==> config.mk <==
export PLATFORM = sky130hd
export DESIGN_NAME = jtag_bitbang_port
export DESIGN_NICKNAME = d
export VERILOG_FILES = /design/src/rtl/jbb_pkg.sv /design/src/rtl/jbb_tdo_sync.sv /design/src/rtl/jbb_tck_seq.sv /design/src/rtl/jbb_capture.sv /design/src/rtl/jtag_bitbang_port.sv
export SDC_FILE = /design/constraint.sdc
export NUM_CORES = 1
export LEC_CHECK = 0
export BUFFER_PORTS_ARGS = -buffer_cell sky130_fd_sc_hd__buf_2
export CAP_MARGIN = 20
export CORE_UTILIZATION = 30
export CTS_CLUSTER_SIZE = 16
export DETAILED_ROUTE_END_ITERATION = 8
export HOLD_SLACK_MARGIN = 0.05
export PLACE_DENSITY = 0.6
export SYNTH_ARGS = -nofsm -noshare
export SYNTH_HDL_FRONTEND = slang
export SYNTH_SLANG_ARGS = --single-unit
export TNS_END_PERCENT = 5
==> constraint.sdc <==
create_clock -name clk -period 3.02 [get_ports clk]
set_input_delay 0.151 -clock clk [delete_from_list [all_inputs] [get_ports clk]]
set_output_delay 0.151 -clock clk [all_outputs]
set_load 0.03 [all_outputs]
==> src/rtl/jbb_pkg.sv <==
package jbb_pkg;
  typedef enum logic [1:0] {
    SEQ_IDLE  = 2'd0,
    SEQ_SETUP = 2'd1,
    SEQ_HIGH  = 2'd2,
    SEQ_LOW   = 2'd3
  } seq_state_t;

  function automatic int max3(input int a, input int b, input int c);
    int m;
    m = (a > b) ? a : b;
    return (m > c) ? m : c;
  endfunction
endpackage

==> src/rtl/jbb_tdo_sync.sv <==
module jbb_tdo_sync #(
  parameter int STAGES = 2
) (
  input  logic clk,
  input  logic rst,
  input  logic async_in,
  output logic sync_out
);
  logic [STAGES-1:0] chain;

  generate
    for (genvar i = 0; i < STAGES; i++) begin : g_stage
      if (i == 0) begin : g_first
        always_ff @(posedge clk) begin
          if (rst) chain[0] <= 1'b0;
          else     chain[0] <= async_in;
        end
      end else begin : g_next
        always_ff @(posedge clk) begin
          if (rst) chain[i] <= 1'b0;
          else     chain[i] <= chain[i-1];
        end
      end
    end
  endgenerate

  assign sync_out = chain[STAGES-1];
endmodule

==> src/rtl/jbb_tck_seq.sv <==
module jbb_tck_seq
  import jbb_pkg::*;
#(
  parameter int SETUP_CYC = 2,
  parameter int HIGH_CYC  = 3,
  parameter int LOW_CYC   = 2
) (
  input  logic clk,
  input  logic rst,
  input  logic start,
  input  logic req_tms,
  input  logic req_tdi,
  output logic busy,
  output logic tck,
  output logic tms,
  output logic tdi,
  output logic tck_rise
);
  localparam int CNT_MAX = max3(SETUP_CYC, HIGH_CYC, LOW_CYC);
  localparam int CNT_W   = (CNT_MAX > 1) ? $clog2(CNT_MAX) : 1;
  localparam logic [CNT_W-1:0] SETUP_LD = CNT_W'(SETUP_CYC - 1);
  localparam logic [CNT_W-1:0] HIGH_LD  = CNT_W'(HIGH_CYC - 1);
  localparam logic [CNT_W-1:0] LOW_LD   = CNT_W'(LOW_CYC - 1);

  seq_state_t       state;
  logic [CNT_W-1:0] cnt;
  logic             cnt_done;

  assign cnt_done = (cnt == '0);
  assign busy     = (state != SEQ_IDLE);
  assign tck_rise = (state == SEQ_SETUP) && cnt_done;

  always_ff @(posedge clk) begin
    if (rst) begin
      state <= SEQ_IDLE;
      cnt   <= '0;
      tck   <= 1'b0;
      tms   <= 1'b0;
      tdi   <= 1'b0;
    end else begin
      unique case (state)
        SEQ_IDLE: begin
          if (start) begin
            tms   <= req_tms;
            tdi   <= req_tdi;
            cnt   <= SETUP_LD;
            state <= SEQ_SETUP;
          end
        end
        SEQ_SETUP: begin
          if (cnt_done) begin
            tck   <= 1'b1;
            cnt   <= HIGH_LD;
            state <= SEQ_HIGH;
          end else begin
            cnt <= cnt - 1'b1;
          end
        end
        SEQ_HIGH: begin
          if (cnt_done) begin
            tck   <= 1'b0;
            cnt   <= LOW_LD;
            state <= SEQ_LOW;
          end else begin
            cnt <= cnt - 1'b1;
          end
        end
        SEQ_LOW: begin
          if (cnt_done) state <= SEQ_IDLE;
          else          cnt   <= cnt - 1'b1;
        end
        default: state <= SEQ_IDLE;
      endcase
    end
  end

  // TCK only rises out of the setup phase
  p_rise_from_setup_r1: assert property (@(posedge clk) disable iff (rst)
    $rose(tck) |-> $past(state) == SEQ_SETUP);
  // TCK is low whenever the sequencer is idle
  p_idle_tck_low_r1: assert property (@(posedge clk) disable iff (rst)
    !busy |-> !tck);
  // TMS/TDI already settled when TCK rises
  p_setup_stable_r2: assert property (@(posedge clk) disable iff (rst)
    $rose(tck) |-> $stable(tms) && $stable(tdi));
  // request values are not taken while busy
  p_hold_while_busy_r8: assert property (@(posedge clk) disable iff (rst)
    busy |=> $stable(tms) && $stable(tdi));
endmodule

==> src/rtl/jbb_capture.sv <==
module jbb_capture #(
  parameter int CAP_W = 31
) (
  input  logic             clk,
  input  logic             rst,
  input  logic             shift,
  input  logic             din,
  output logic [CAP_W-1:0] q
);
  always_ff @(posedge clk) begin
    if (rst)        q <= '0;
    else if (shift) q <= {din, q[CAP_W-1:1]};
  end

  // right shift with new bit at the top of the capture field
  p_shift_right_r3: assert property (@(posedge clk) disable iff (rst)
    shift |=> (q[CAP_W-2:0] == $past(q[CAP_W-1:1])) && (q[CAP_W-1] == $past(din)));
  // no change without a TCK rise
  p_hold_r3: assert property (@(posedge clk) disable iff (rst)
    !shift |=> $stable(q));
endmodule

==> src/rtl/jtag_bitbang_port.sv <==
module jtag_bitbang_port #(
  parameter int ADDR_W    = 8,
  parameter int DATA_W    = 32,
  parameter int SYNC_STG  = 2,
  parameter int SETUP_CYC = 2,
  parameter int HIGH_CYC  = 3,
  parameter int LOW_CYC   = 2,
  parameter logic [ADDR_W-1:0] ADDR_SHIFT = 8'h04,
  parameter logic [ADDR_W-1:0] ADDR_CTRL  = 8'h08
) (
  input  logic              clk,
  input  logic              rst,
  input  logic [ADDR_W-1:0] bus_addr,
  input  logic              bus_wr,
  input  logic              bus_rd,
  input  logic [DATA_W-1:0] bus_wdata,
  output logic [DATA_W-1:0] bus_rdata,
  output logic              busy,
  output logic              jtag_tck,
  output logic              jtag_tms,
  output logic              jtag_tdi,
  output logic              jtag_oe,
  input  logic              jtag_tdo
);
  localparam int CAP_W = DATA_W - 1;

  logic             hit_shift, hit_ctrl;
  logic             tdo_s;
  logic             seq_tck, seq_tms, seq_tdi, seq_rise;
  logic             en_q;
  logic [CAP_W-1:0] cap_q;
  logic             unused_wdata;

  assign hit_shift    = (bus_addr == ADDR_SHIFT);
  assign hit_ctrl     = (bus_addr == ADDR_CTRL);
  assign unused_wdata = ^bus_wdata[DATA_W-1:2];

  jbb_tdo_sync #(.STAGES(SYNC_STG)) u_sync (
    .clk      (clk),
    .rst      (rst),
    .async_in (jtag_tdo),
    .sync_out (tdo_s)
  );

  jbb_tck_seq #(
    .SETUP_CYC (SETUP_CYC),
    .HIGH_CYC  (HIGH_CYC),
    .LOW_CYC   (LOW_CYC)
  ) u_seq (
    .clk      (clk),
    .rst      (rst),
    .start    (bus_wr && hit_shift),
    .req_tms  (bus_wdata[1]),
    .req_tdi  (bus_wdata[0]),
    .busy     (busy),
    .tck      (seq_tck),
    .tms      (seq_tms),
    .tdi      (seq_tdi),
    .tck_rise (seq_rise)
  );

  jbb_capture #(.CAP_W(CAP_W)) u_cap (
    .clk   (clk),
    .rst   (rst),
    .shift (seq_rise),
    .din   (tdo_s),
    .q     (cap_q)
  );

  always_ff @(posedge clk) begin
    if (rst)                  en_q <= 1'b0;
    else if (bus_wr && hit_ctrl) en_q <= bus_wdata[0];
  end

  always_ff @(posedge clk) begin
    if (rst) begin
      jtag_tck <= 1'b0;
      jtag_tms <= 1'b0;
      jtag_tdi <= 1'b0;
      jtag_oe  <= 1'b0;
    end else begin
      jtag_tck <= en_q & seq_tck;
      jtag_tms <= en_q & seq_tms;
      jtag_tdi <= en_q & seq_tdi;
      jtag_oe  <= en_q;
    end
  end

  always_ff @(posedge clk) begin
    if (rst) begin
      bus_rdata <= '0;
    end else if (bus_rd) begin
      if (hit_shift)     bus_rdata <= {tdo_s, cap_q};
      else if (hit_ctrl) bus_rdata <= {{(DATA_W-1){1'b0}}, en_q};
      else               bus_rdata <= '0;
    end
  end

  // pins dark one clock after the enable is clear
  p_pins_off_r7: assert property (@(posedge clk) disable iff (rst)
    !en_q |=> !jtag_tck && !jtag_tms && !jtag_tdi && !jtag_oe);
  // a pin TCK high never appears outside a busy window
  p_tck_in_busy_r2: assert property (@(posedge clk) disable iff (rst)
    $rose(jtag_tck) |-> busy);
  // reset leaves the pins low
  p_reset_pins_r10: assert property (@(posedge clk)
    rst |=> !jtag_tck && !jtag_oe && !busy);
endmodule

Word level (Yosys, flattened, before mapping) --
Index checks and enable logic that the tools add are counted.
Storage, ports and cells: register bits after elaboration 77
Operators by class: add/subtract/negate cells 1, equal/unequal tests 10, muxes and demuxes 14, bitwise operators 3, reductions and logical operators 11
Operator list (count):
- $mux W32 | 1
- $pmux W2 S4 | 2
- $mux W2 | 7
- $eq A8 B3 Y1 const B | 1
- $eq A8 B4 Y1 const B | 1
- $ne A2 B1 Y1 const B | 4
- $eq A2 B2 Y1 const B | 2
- $logic_not A2 Y1 | 2
- $reduce_and A2 Y1 | 2
- $reduce_and A4 Y1 | 1
- $reduce_bool A2 Y1 | 2
- $and A1 B1 Y1 | 3
- $logic_and A1 B1 Y1 | 3
- $mux W1 | 3
- $reduce_and A3 Y1 | 1
- $eq A2 B1 Y1 const B | 1
- $ne A2 B2 Y1 const B | 1
- $pmux W1 S2 | 1
- $sub A2 B1 Y2 const B | 1

Logic depth before layout (Yosys ltp) --
depth after elaboration 4, gate-level depth with buffers 7, depth with buffers taken out 6

Hierarchy --
Synthesis repeated with hierarchy kept, for this count alone.
Unflattened totals: cells, all modules 320, area, all modules 3310.7 µm²
By module, submodules not included:
- jtag_bitbang_port | times used 1, cells an instance 164, area an instance 1654.1 µm², seq. area each 740.7 µm²
- jbb_capture | times used 1, cells an instance 100, area an instance 1129.8 µm², seq. area each 620.6 µm²
- jbb_tck_seq | times used 1, cells an instance 52, area an instance 474.2 µm², seq. area each 140.1 µm²
- jbb_tdo_sync | times used 1, cells an instance 4, area an instance 52.6 µm², seq. area each 40.0 µm²

Worst setup path after synthesis --
Ideal clock, no wire load.
kind reg2reg, from reg u_seq.state[0], to reg u_seq.state[0], setup time 0.087 ns, arrival time 1.469 ns, data required time 2.933 ns, slack 1.464 ns, stages on the path, launching flop included 7, buffers on the path 0, cell sequence dfxtp_1 inv_1 ha_1 inv_1 a41oi_2 or4_1 o31ai_1
Between the ends: longest elaborated chain between the ends 3, elaborated cells between the ends (all ways) 10, classes of those cells 7 x eq/ne; 1 x mux; 2 x reduce/logical
Ends and longest elaborated chain:
- start: declaration | RTL line jbb_tck_seq.sv:25 | seq_state_t state;
- start signal: assignment | RTL line jbb_tck_seq.sv:35 | state <= SEQ_IDLE;
- start signal: assignment | RTL line jbb_tck_seq.sv:47 | state <= SEQ_SETUP;
- start signal: assignment | RTL line jbb_tck_seq.sv:54 | state <= SEQ_HIGH;
- $eq A2 B1 Y1, or another cell as far along | RTL line jbb_tck_seq.sv:41 | unique case (state)
- $ne A2 B1 Y1 (no line)
- $reduce_and A4 Y1 (no line)
Parallel ways exist; a longest one is shown, timed or not. A chain may end at the register's enable or synchronous reset.

Worst setup path in the final report --
from reg u_seq.cnt[0], to reg u_cap.q[12]
Between the ends: longest elaborated chain between the ends 2
Ends and longest elaborated chain:
- start: declaration | RTL line jbb_tck_seq.sv:26 | logic [CNT_W-1:0] cnt;
- start signal: assignment | RTL line jbb_tck_seq.sv:56 | cnt <= cnt - 1'b1;
- start signal: assignment | RTL line jbb_tck_seq.sv:65 | cnt <= cnt - 1'b1;
- start signal: assignment | RTL line jbb_tck_seq.sv:70 | else cnt <= cnt - 1'b1;
- $logic_not A2 Y1 | RTL line jbb_tck_seq.sv:29 | assign cnt_done = (cnt == '0);
- $logic_and A1 B1 Y1 | RTL line jbb_tck_seq.sv:31 | assign tck_rise = (state == SEQ_SETUP) && cnt_done;
- end signal: assignment | RTL line jbb_capture.sv:12 | else if (shift) q <= {din, q[CAP_W-1:1]};
- end: declaration | RTL line jbb_capture.sv:8 | output logic [CAP_W-1:0] q
No other way between the ends.

==> key figures <==
Synth
  – Synth Area in Compound Gates: 13.5%
  – Top-area cell type share of the netlist area: 51.1%
  – Largest family of logic cells by synthesized area: simple AND/OR/NAND/NOR gates
  – Simple-gate share of the synthesized area: 26.8%
  – Synth top area cells: dfxtp_1, a21oi_1, nand2_1
  – Commonest cells in the netlist: dfxtp_1, nand2_1, a21oi_1, nand2b_1, nand3_1
  – Top FF cell, synth: dfxtp_1
  – Sequential fraction of the synthesis area: 51.1%
  – Largest area contributor in the netlist: dfxtp_1
  – Syn Nets: 409
  – #FFs+latches synth: 77
  – Post-synthesis adder-cell area fraction: 3.32%
  – XOR/XNOR share of the synthesized area: 0%
  – Mux contribution to synthesized area: 0.996%
  – Ys async rst share: 0%
  – Most frequent cell after synthesis: dfxtp_1
  – Synth Warn #: 0
  – Unique masters post-synth: 31
  – Avg Inst Size Synth: 8.47 um2
  – Post-synth EDFFs: 0
  – Synth Instances: 356
  – Mapped Area: 0.00302 mm2

Setup path
  – Crit. path cell count: 5
  – Setup CP Type: reg2reg
  – Critical path's largest stage delay: 0.77 ns
  – CP most frequent cell: nand2_1
  – Worst R2R Path Depth: 5
  – Kind of cell adding the most delay to the critical path: simple AND/OR/NAND/NOR gates
  – WP buf/inv: 1
  – CP max-delay cell: nand2_1
  – Worst EP arrival: 2.15 ns
  – CP Max Fanout: 31
  – Critical Path Sink Type: flop
  – Startpoint Class: flop
  – Worst EP required: 3.29 ns
  – CP cell instances: inv_1 -> ha_1 -> nand2_1 -> nand2_1 -> a21oi_1

Timing
  – Measured slew at the worst slew-check pin: 1.04 ns
  – Minimum clock period: 1.88 ns
  – # setup viols final: 0
  – Slew Limit Headroom: 30.8%
  – Clock skew: 0.00576 ns
  – Sum of negative setup slack: 0 ns
  – Hold Violations, Final: 0
  – Slew Limit Fails: 0
  – Fmax: 532 MHz
  – Final Cycle Share: 62.3%
  – RSZ-0062 raised after global routing: no

Floorplan
  – Core area: 0.00977 mm2
  – Die W: 102 um
  – Num ports: 82
  – Initial core utilization: 30.8%
  – Die height: 102 um
  – DIE AREA: 0.0105 mm2
  – Num rows: 36

Hold path
  – Hold Crit Depth: 3
  – Hold WC Path Type: in2reg

Power
  – Max VDD drop: 161 uV
  – Power Total: 1.93 mW
  – Leak: 1.32 nW
  – Pwr dens: 543 mW/mm2

Clock network
  – CTS root buf: clkbuf_8
  – TritonCTS clock tree: done
  – Total CTS buffers: 9
  – Clk sinks: 77
  – Max Buffers Root-to-Sink: 2
  – Post-cts resize count: 0
  – Clk Latency, worst-skew pair: 0.34 ns
  – H-tree depth: 3
  – Clk pin slew, worst setup/hold paths: 0.07 ns

Cells and area
  – Area Growth Syn to Fin: 17.8%
  – Layout cells sized above 1: 17.7%
  – ANT cells: 0
  – Nets: 449

Route
  – Drt pass-1 iters: 4
  – Routed vias/inst: 4.50
  – DR vias: 2,404
  – Wirelength per Cell: 11.3 um
  – Antenna Nets Post-Route: 0
  – Starting DRT DRC Count: 100
  – Total Wirelength: 6030 um
  – Post-route DRC: 0

Placed design
  – Hpwl dp: 3860 um
  – Port Buf Inserts: 51
  – Routability congestion estimate: 0.812

Global route
  – Initial antenna violation count: 0
  – Pin count of the biggest net entering global routing: 65
  – Vias in the first global route: 2,312
  – First-pass GRT wire length: 10,200 um
  – Total grt overflow: 0
  – Total GRT Usage: 12.5%

Outcome
  – Status: finished, final reports clean

Job
  – Number of max-cap violations: 0
==> where the power goes <==
group	leakage (nW)	internal (mW)	switching [mW]
clock	0.0964	0.403	0.362
combinational	0.604	0.0405	0.0971
sequential	0.620	1.02	0.00538
total	1.32	1.47	0.464
==> timing repair <==
item                                   in CTS  in global routing
endpoints found under the hold margin       1                  0
hold buffers                                1                  0
setup buffers                               0                  0
==> worst paths after layout <==
check	startpoint	endpoint	slack, ns
worst max-delay path	u_seq.cnt[0]	u_cap.q[12]	1.14
worst min-delay path	bus_wdata[1]	u_seq.tms	0.07
worst max register to register	u_seq.cnt[0]	u_cap.q[12]	1.14
worst min register to register	u_sync.chain[0]	u_sync.sync_out	0.44
==> cells in the final DEF, fill, tap and decap left out, drive strengths merged <==
| cell | count |
|---|---|
| dfxtp | 77 |
| nand2 | 66 |
| a21oi | 65 |
| buf | 54 |
| nand2b | 34 |
| nand3 | 32 |
| clkbuf | 12 |
| nor2 | 10 |
| ha | 8 |
| inv | 5 |
| nor2b | 5 |
| and2 | 5 |
| nand4 | 3 |
| o21ai | 3 |
| mux2i | 3 |
| o31ai | 2 |
| clkinv | 2 |
| and2b | 1 |
| nor4 | 1 |
| and3 | 1 |
| a22o | 1 |
| nor3 | 1 |
| a41oi | 1 |
| or4 | 1 |
| a41o | 1 |
| or4b | 1 |
| and4 | 1 |
| a211oi | 1 |
| a211o | 1 |
| clkinvlp | 1 |
| bufinv | 1 |
| dlygate4sd3 | 1 |
==> per-layer routing <==
metal,vias to the layer above,part of all wire [%],track usage [%]
met5,-,0,0
met4,0,2.4,6.37
met3,14,4.7,3.21
met2,37,45,20.9
met1,1090,47,14.9
li1,1263,-,-
==> metrics by stage <==
step           hold WS [ns]  utilization [%]  cell area, um2  instances  setup WS [ns]
4_1_cts              0.0511             36.3            3550        534           1.10
2_1_floorplan         0.245                -            3020        356           1.46
3_3_place_gp          0.390             34.3            3350        517           1.21
5_1_grt              0.0832             36.3            3550        534          0.902
3_5_place_dp          0.393             34.3            3350        517           1.12
6_report             0.0667             36.3            3550        534           1.14
==> sequential cells by signal (all words and copies together), names as in the netlist <==
signal / count
en_q: 1
u_seq.tck: 1
u_cap.q: 31
u_seq.cnt: 2
u_seq.state: 2
bus_rdata: 32
u_sync.chain: 1
jtag_tms: 1
u_sync.sync_out: 1
jtag_tdi: 1
jtag_oe: 1
u_seq.tdi: 1
u_seq.tms: 1
jtag_tck: 1
==> final cells by class <==
class	instances	area [um2]
Fill cell	1039	6220
Tap cell	133	166
Clock inverter	4	47.5
Inverter	5	18.8
Multi-Input combinational cell	248	1350
Timing Repair Buffer	55	288
Sequential cell	77	1540
Clock buffer	12	145
==> logic make-up after synthesis <==
kind of cell	Yosys count
AND/OR/NAND/NOR	162
adder cells (fa/ha/maj)	8
buffers and inverters	31
multiplexers	3
AO/OA/AOI/OAI	75
flip-flops	77
==> worst reg2reg max path, stage by stage, from the launching register on <==
cell,delay (ns)
dfxtp_1,0.38
inv_1,0.09
ha_1,0.26
nand2_1,0.77
nand2_1,0.14
a21oi_1,0.17
No activity file was read; power rests on OpenSTA's default activity.
